## config.mk

```make
export PLATFORM = sky130hd
export DESIGN_NAME = dma_rd_planner
export DESIGN_NICKNAME = d
export VERILOG_FILES = /design/src/rtl/rdplan_pkg.sv /design/src/rtl/rdplan_datapath.sv /design/src/rtl/rdplan_ctrl.sv /design/src/rtl/dma_rd_planner.sv
export SDC_FILE = /design/constraint.sdc
export NUM_CORES = 1
export LEC_CHECK = 0
export BUFFER_PORTS_ARGS = -buffer_cell sky130_fd_sc_hd__buf_2
export CELL_PAD_IN_SITES_DETAIL_PLACEMENT = 0
export CELL_PAD_IN_SITES_GLOBAL_PLACEMENT = 1
export CORE_ASPECT_RATIO = 1.75
export CORE_MARGIN = 1.5
export CORE_UTILIZATION = 44
export DETAILED_ROUTE_END_ITERATION = 16
export PLACE_DENSITY = 0.92
export SYNTH_ARGS = -nofsm -noshare
export SYNTH_HDL_FRONTEND = slang
export SYNTH_HIERARCHICAL = 1
export SYNTH_SLANG_ARGS = --single-unit
```

## constraint.sdc

```tcl
create_clock -name clk -period 5.9 [get_ports clk]
set_input_delay 0.59 -clock clk [delete_from_list [all_inputs] [get_ports clk]]
set_output_delay 0.59 -clock clk [all_outputs]
set_load 0.05 [all_outputs]
```

## src/rtl/rdplan_pkg.sv

```systemverilog
package rdplan_pkg;

  typedef enum logic [1:0] {
    CMD_MR  = 2'b00,
    CMD_MRL = 2'b01,
    CMD_MRM = 2'b10
  } rdCmdE;

  typedef enum logic [1:0] {
    ST_IDLE,
    ST_PLAN,
    ST_OFFER
  } planStateE;

  typedef struct packed {
    logic load;
    logic capture;
    logic advance;
  } ctlStrobeT;

endpackage

```

## src/rtl/rdplan_datapath.sv

```systemverilog
module rdplan_datapath
  import rdplan_pkg::*;
#(
  parameter int ADDR_W = 32,
  parameter int LEN_W  = 12,
  parameter int LINE_W = 5
) (
  input  logic                clk,
  input  logic                rstN,
  input  ctlStrobeT           strobe,
  input  logic [ADDR_W-1:0]   startAddr,
  input  logic [LEN_W-1:0]    startLen,
  input  logic [LINE_W-1:0]   lineDw,
  input  logic                fifoAlmostFull,
  output logic [ADDR_W-1:0]   burstAddr,
  output logic [LEN_W-2:0]    burstBeats,
  output logic [1:0]          burstCmd,
  output logic [2:0]          burstLastBytes,
  output logic                finalQ
);

  localparam int BEAT_W = LEN_W - 1;

  logic [ADDR_W-1:0] curAddr;
  logic [LEN_W-1:0]  remBytes;
  logic [LINE_W-1:0] lineQ;

  logic [BEAT_W-1:0] beatsQ;
  rdCmdE             cmdQ;
  logic [2:0]        lastQ;

  logic [BEAT_W-1:0] remDw;
  logic [LINE_W-1:0] lineMask;
  logic [LINE_W-1:0] offDw;
  logic [BEAT_W-1:0] toBoundary;
  logic [BEAT_W-1:0] wholeDw;
  logic              lineOk;
  logic [BEAT_W-1:0] nextBeats;
  rdCmdE             nextCmd;
  logic              nextFinal;
  logic [2:0]        nextLast;

  always_comb begin
    remDw      = BEAT_W'((32'(remBytes) + 32'd3) >> 2);
    lineMask   = lineQ - LINE_W'(1);
    offDw      = curAddr[2 +: LINE_W] & lineMask;
    toBoundary = BEAT_W'(lineQ) - BEAT_W'(offDw);
    wholeDw    = remDw & ~BEAT_W'(lineMask);
    lineOk     = (lineQ == LINE_W'(8)) || (lineQ == LINE_W'(16));

    if (!lineOk) begin
      nextCmd   = CMD_MR;
      nextBeats = remDw;
    end else if (offDw != '0) begin
      if (remDw >= toBoundary) begin
        nextCmd   = CMD_MRL;
        nextBeats = toBoundary;
      end else begin
        nextCmd   = CMD_MR;
        nextBeats = remDw;
      end
    end else if (wholeDw != '0) begin
      nextCmd   = CMD_MRM;
      nextBeats = fifoAlmostFull ? BEAT_W'(lineQ) : wholeDw;
    end else begin
      nextCmd   = CMD_MR;
      nextBeats = remDw;
    end

    nextFinal = (nextBeats == remDw);
    if (nextFinal && (remBytes[1:0] != 2'b00)) begin
      nextLast = {1'b0, remBytes[1:0]};
    end else begin
      nextLast = 3'd4;
    end
  end

  always_ff @(posedge clk) begin
    if (!rstN) begin
      curAddr  <= '0;
      remBytes <= '0;
      lineQ    <= '0;
      beatsQ   <= '0;
      cmdQ     <= CMD_MR;
      lastQ    <= 3'd4;
      finalQ   <= 1'b0;
    end else begin
      if (strobe.load) begin
        curAddr  <= startAddr;
        remBytes <= startLen;
        lineQ    <= lineDw;
      end else if (strobe.advance) begin
        curAddr  <= curAddr + ADDR_W'({beatsQ, 2'b00});
        remBytes <= finalQ ? '0 : (remBytes - LEN_W'({beatsQ, 2'b00}));
      end
      if (strobe.capture) begin
        beatsQ <= nextBeats;
        cmdQ   <= nextCmd;
        lastQ  <= nextLast;
        finalQ <= nextFinal;
      end
    end
  end

  assign burstAddr      = curAddr;
  assign burstBeats     = beatsQ;
  assign burstCmd       = cmdQ;
  assign burstLastBytes = lastQ;

endmodule

```

## src/rtl/rdplan_ctrl.sv

```systemverilog
module rdplan_ctrl
  import rdplan_pkg::*;
(
  input  logic      clk,
  input  logic      rstN,
  input  logic      startValid,
  input  logic      burstReady,
  input  logic      finalQ,
  output logic      startReady,
  output logic      burstValid,
  output logic      xferDone,
  output ctlStrobeT strobe
);

  planStateE state;

  always_comb begin
    strobe.load    = (state == ST_IDLE) && startValid;
    strobe.capture = (state == ST_PLAN);
    strobe.advance = (state == ST_OFFER) && burstReady;
  end

  always_ff @(posedge clk) begin
    if (!rstN) begin
      state    <= ST_IDLE;
      xferDone <= 1'b0;
    end else begin
      xferDone <= strobe.advance && finalQ;
      case (state)
        ST_IDLE:  if (strobe.load) state <= ST_PLAN;
        ST_PLAN:  state <= ST_OFFER;
        ST_OFFER: if (strobe.advance) state <= finalQ ? ST_IDLE : ST_PLAN;
        default:  state <= ST_IDLE;
      endcase
    end
  end

  assign startReady = (state == ST_IDLE);
  assign burstValid = (state == ST_OFFER);

endmodule

```

## src/rtl/dma_rd_planner.sv

```systemverilog
module dma_rd_planner
  import rdplan_pkg::*;
#(
  parameter int ADDR_W = 32,
  parameter int LEN_W  = 12,
  parameter int LINE_W = 5
) (
  input  logic              clk,
  input  logic              rstN,
  input  logic              startValid,
  output logic              startReady,
  input  logic [ADDR_W-1:0] startAddr,
  input  logic [LEN_W-1:0]  startLen,
  input  logic [LINE_W-1:0] lineDw,
  input  logic              fifoAlmostFull,
  output logic              burstValid,
  input  logic              burstReady,
  output logic [ADDR_W-1:0] burstAddr,
  output logic [LEN_W-2:0]  burstBeats,
  output logic [1:0]        burstCmd,
  output logic [2:0]        burstLastBytes,
  output logic              xferDone
);

  ctlStrobeT strobe;
  logic      finalQ;

  rdplan_ctrl i_ctrl (
    .clk        (clk),
    .rstN       (rstN),
    .startValid (startValid),
    .burstReady (burstReady),
    .finalQ     (finalQ),
    .startReady (startReady),
    .burstValid (burstValid),
    .xferDone   (xferDone),
    .strobe     (strobe)
  );

  rdplan_datapath #(
    .ADDR_W (ADDR_W),
    .LEN_W  (LEN_W),
    .LINE_W (LINE_W)
  ) i_dp (
    .clk            (clk),
    .rstN           (rstN),
    .strobe         (strobe),
    .startAddr      (startAddr),
    .startLen       (startLen),
    .lineDw         (lineDw),
    .fifoAlmostFull (fifoAlmostFull),
    .burstAddr      (burstAddr),
    .burstBeats     (burstBeats),
    .burstCmd       (burstCmd),
    .burstLastBytes (burstLastBytes),
    .finalQ         (finalQ)
  );

endmodule

```

==> results_tabular.tex <==
\begin{tabular}{lr}
\hline
Metric & Value \\
\hline
\multicolumn{2}{l}{\textbf{Global route}} \\
\quad Wire length of the first global-routing pass & 27,800 µm \\
\quad Total grt overflow & 0 \\
\quad Initial antenna violation count & 0 \\
\quad Vias in the first global route & 5,631 \\
\quad Total GRT Usage & 0.279 \\
\quad Pin count of the biggest net entering global routing & 40 \\
\multicolumn{2}{l}{\textbf{Die}} \\
\quad Number of ports placed on the die boundary & 105 \\
\quad Chip Height & 149 µm \\
\quad Area enclosed by the die boundary & 0.0128 mm² \\
\quad Die X-Extent & 86.2 µm \\
\quad Initial core utilization & 0.447 \\
\quad Number of core rows & 53 \\
\quad Placeable Area & 0.0119 mm² \\
\multicolumn{2}{l}{\textbf{Synthesis}} \\
\quad Synth async-reset ratio & 0 \\
\quad Number of register bits inferred by synthesis & 69 \\
\quad Top cells by instance count after synthesis & 69 x sky130\_fd\_sc\_hd\_\_dfxtp\_1, 60 x sky130\_fd\_sc\_hd\_\_nor2\_1, 53 x sky130\_fd\_sc\_hd\_\_a21oi\_1, 50 x sky130\_fd\_sc\_hd\_\_inv\_1, 50 x sky130\_fd\_sc\_hd\_\_nand2\_1 \\
\quad Post-Syn Instances & 685 \\
\quad Area leader, netlist & sky130\_fd\_sc\_hd\_\_dfxtp\_1 \\
\quad Area share of the leading cell type in the synthesized netlist & 0.259 \\
\quad Number of synthesized flops with an enable pin & 0 \\
\quad Post-Syn Area per Cell & around 8 µm² \\
\quad Largest cells by area after synthesis & sky130\_fd\_sc\_hd\_\_dfxtp\_1 26\%, sky130\_fd\_sc\_hd\_\_ha\_1 8.0\%, sky130\_fd\_sc\_hd\_\_a21oi\_1 5.0\% \\
\quad Syn. warnings & 6 \\
\quad Number of distinct library cells after synthesis & 77 \\
\quad Seq/Total Area, Yosys & 0.259 \\
\quad Number of nets produced by synthesis & roughly 780 \\
\quad Leading register cell type out of synthesis & sky130\_fd\_sc\_hd\_\_dfxtp\_1 \\
\quad Synthesized area & $\sim$0.0053 mm² \\
\quad Most common cell in the synthesized netlist & sky130\_fd\_sc\_hd\_\_dfxtp\_1 \\
\multicolumn{2}{l}{\textbf{Critical path}} \\
\quad Reg2reg setup slack & 1.02 ns \\
\quad Largest fanout on the critical path & 11 \\
\quad Depth of the worst register-to-register path & 17 \\
\quad Chain of cells forming the critical path & inv\_1 > ha\_1 > nand2b\_1 > a311oi\_1 > a31oi\_1 > o21ai\_0 > a31o\_2 > inv\_1 > ha\_1 > o21ai\_0 > or4\_1 > and2\_1 > nor3\_1 > a22oi\_1 > and4\_1 > nand4\_1 > o41ai\_1 \\
\quad CP bufs+invs & 2 \\
\quad Type of the worst setup path & reg -> reg \\
\quad Reg-to-Reg Start & i\_dp/lineQ[1]\$\_SDFFE\_PN0P\_ \\
\quad Worst Setup End Kind & flop \\
\quad Data required, critical path & about 6 ns \\
\quad Crit path DAT & 5.09 ns \\
\quad Standard cell with the maximum stage delay on the critical path & sky130\_fd\_sc\_hd\_\_nor3\_1 \\
\quad Kind of cell adding the most delay to the critical path & simple AND/OR/NAND/NOR gates \\
\quad Capture point of the worst reg-to-reg path & i\_dp/burstLastBytes[1]\$\_SDFFE\_PN0P\_ \\
\quad Startpoint type of the worst setup path & flop \\
\quad CP max stage delay & 0.59 ns \\
\multicolumn{2}{l}{\textbf{Clock network}} \\
\quad TritonCTS clock tree & yes \\
\quad H-tree lvl count & 3 \\
\quad Clock latency of the later-clocked register in the worst-skew pair & 0.33 ns \\
\quad Cell at the root of the clock tree & sky130\_fd\_sc\_hd\_\_clkbuf\_16 \\
\quad Number of post-CTS setup repair buffers & 0 \\
\quad Resize count post-CTS & 0 \\
\quad \# clock sinks & 69 \\
\quad Clock slew at reported path FFs & around 0.06 ns \\
\quad Number of buffers inserted for hold repair after clock tree synthesis & 0 \\
\quad Maximum root-to-sink buffer count & 2 \\
\quad Number of buffers created by CTS & 9 \\
\multicolumn{2}{l}{\textbf{Routing}} \\
\quad Antenna Violating Nets Remaining & 0 \\
\quad First-pass iteration count of the detailed router & 5 \\
\quad Via count of the routed design & 5,581 \\
\quad Starting DRC count in detailed routing & 343 \\
\quad DR WL/cell & 19.2 µm \\
\quad Total wire length & between 15,000 and 20,000 µm \\
\quad DRC errors left & 0 \\
\quad Number of vias per cell & between 6 and 7 \\
\multicolumn{2}{l}{\textbf{Timing}} \\
\quad Final critical-path share of the clock period & 0.827 \\
\quad Clock skew & 0.00717 ns \\
\quad Setup TNS & 0 ns \\
\quad Final setup violation count & 0 \\
\quad Final-layout worst hold slack & around 0.48 ns \\
\quad Pin slew with the least headroom to its limit & 0.968 ns \\
\quad Pins over their slew limit & 0 \\
\quad Final hold violation count & 0 \\
\quad Worst-case headroom to the max-slew limit & 0.349 \\
\quad RSZ-0062 raised after global routing & no \\
\quad Clock period minus worst slack & 4.88 ns \\
\quad Fmax & between 200 and 250 MHz \\
\multicolumn{2}{l}{\textbf{Pwr}} \\
\quad Leakage power total & 2.73 nW \\
\quad Peak supply drop & 0.216 mV \\
\quad Power density cells & $\sim$280 mW/mm² \\
\multicolumn{2}{l}{\textbf{Min path}} \\
\quad Min-Delay Startpoint & i\_dp/burstLastBytes[1]\$\_SDFFE\_PN0P\_ \\
\quad WHS Endpoint & i\_dp/burstLastBytes[1]\$\_SDFFE\_PN0P\_ \\
\quad WHS Path Cells & 2 \\
\quad Worst hold path type & reg -> reg \\
\multicolumn{2}{l}{\textbf{Placed design}} \\
\quad Port Buffer Count & between 100 and 150 \\
\quad Placement Cell Area & 0.00591 mm² \\
\quad Detailed-placement wirelength estimate & around 13,000 µm \\
\quad GP Congestion & 0.910 \\
\multicolumn{2}{l}{\textbf{Final layout}} \\
\quad Layout filler cell count & between 1,000 and 1,500 \\
\quad Area used by sequential logic in the layout & roughly 0.0014 mm² \\
\quad Footprint of the multi-input gates & around 0.0036 mm² \\
\quad Number of diodes & 0 \\
\quad Syn-to-layout area delta & 16.9\% \\
\quad Layout cell share with drive strength beyond 1 & 0.191 \\
\quad Number of nets at the end of the flow & 861 \\
\quad Finished Cell Area & 0.00623 mm² \\
\multicolumn{2}{l}{\textbf{Run status}} \\
\quad Status & finished, final reports clean \\
\multicolumn{2}{l}{\textbf{Run}} \\
\quad Number of max-capacitance violations reported & 0 \\
\hline
\end{tabular}
-- cell usage in the layout (no fill, tap or decap), drive strengths merged, types with 5 or more instances in the layout --
master / synthesis / final
and3: 15 / 15
nor3b: 5 / 5
o21ai: 49 / 49
o21a: 6 / 6
buf: 12 / 110
o21ba: 5 / 5
or3: 5 / 5
nand3: 12 / 12
a311oi: 8 / 8
a21boi: 8 / 8
dfxtp: 69 / 69
nand3b: 5 / 5
a21oi: 53 / 53
nor2b: 6 / 6
ha: 34 / 34
o211ai: 7 / 7
inv: 50 / 50
xnor2: 28 / 28
xor2: 14 / 14
nor3: 21 / 21
nor2: 60 / 60
or2: 5 / 5
mux2i: 15 / 15
a22oi: 5 / 5
a211oi: 13 / 13
a221oi: 9 / 9
nand2b: 11 / 11
o21bai: 5 / 5
nand4: 10 / 10
nand2: 50 / 50
a21o: 6 / 6
clkbuf: 23 / 12
-- per-layer routing --
metal  part of all wire  track usage
met5                  0            0
met2               0.54        0.518
met1               0.36        0.283
met3              0.047       0.0466
met4              0.051        0.170
-- metrics by stage --
stage / util / power [W] / cells / setup WS (ns)
floorplan: - / 0.000994 / 685 / 1.80
global placement: 0.495 / 0.00114 / 897 / 1.36
detailed placement: 0.495 / 0.00115 / 897 / 1.14
CTS: 0.522 / 0.00175 / 913 / 1.09
global route: 0.522 / 0.00183 / 913 / 0.614
finish: 0.522 / 0.00174 / 913 / 1.02
-- final cells by class --
type                    count  area share
clock inverters             4      0.0112
inverters                  52      0.0313
flip-flops and latches     69       0.222
multi-input cells         529       0.577
repair buffers            110      0.0907
well taps                 137      0.0275
clock buffers              12      0.0411
-- power breakdown --
part	internal, W	total, W	leakage [nW]	switching [W]
logic	0.000210	0.000588	2.00	0.000377
registers	0.000502	0.000559	0.567	0.0000570
clock network	0.000392	0.000596	0.163	0.000205
-- worst max-delay path by stage --
stage / start / to / cells after the start / slack, ns
detailed placement: i_dp/lineQ[1]$_SDFFE_PN0P_ / i_dp/burstLastBytes[1]$_SDFFE_PN0P_ / 17 / 1.14
CTS: i_dp/lineQ[1]$_SDFFE_PN0P_ / i_dp/burstLastBytes[1]$_SDFFE_PN0P_ / 17 / 1.09
global placement: i_dp/lineQ[1]$_SDFFE_PN0P_ / i_dp/finalQ$_SDFFE_PN0P_ / 17 / 1.36
finish: i_dp/lineQ[1]$_SDFFE_PN0P_ / i_dp/burstLastBytes[1]$_SDFFE_PN0P_ / 17 / 1.02
global route: i_dp/lineQ[0]$_SDFFE_PN0P_ / i_dp/burstLastBytes[1]$_SDFFE_PN0P_ / 17 / 0.61
floorplan: i_dp/lineQ[0]$_SDFFE_PN0P_ / i_dp/burstLastBytes[0]$_SDFFE_PN0P_ / 18 / 1.80
-- sequential cells by signal, indices dropped and copies added, names as in the netlist --
signal               count
i_ctrl/xferDone          1
i_dp/burstLastBytes      3
i_dp/lineQ               5
i_dp/burstBeats         11
i_dp/burstCmd            2
i_dp/remBytes           12
i_dp/burstAddr          32
i_dp/finalQ              1
i_ctrl/state             2
-- kinds of logic after synthesis --
family          Yosys count  share of synthesized area
compound gates          211                      0.272
xor+xnor                 42                     0.0690
fa+ha+maj                36                     0.0873
buf+inv                  87                     0.0671
flops                    69                      0.259
mux                      17                     0.0324
simple gates            223                      0.213
-- worst reg2reg max path, cell delays in order (launching register included) --
cell	delay, ns
sky130_fd_sc_hd__dfxtp_1	0.53
sky130_fd_sc_hd__inv_1	0.16
sky130_fd_sc_hd__ha_1	0.36
sky130_fd_sc_hd__nand2b_1	0.23
sky130_fd_sc_hd__a311oi_1	0.12
sky130_fd_sc_hd__a31oi_1	0.33
sky130_fd_sc_hd__o21ai_0	0.15
sky130_fd_sc_hd__a31o_2	0.25
sky130_fd_sc_hd__inv_1	0.19
sky130_fd_sc_hd__ha_1	0.21
sky130_fd_sc_hd__o21ai_0	0.11
sky130_fd_sc_hd__or4_1	0.57
sky130_fd_sc_hd__and2_1	0.20
sky130_fd_sc_hd__nor3_1	0.59
sky130_fd_sc_hd__a22oi_1	0.15
sky130_fd_sc_hd__and4_1	0.23
sky130_fd_sc_hd__nand4_1	0.24
sky130_fd_sc_hd__o41ai_1	0.13
Note: power is estimated with default switching activity, not from simulation.
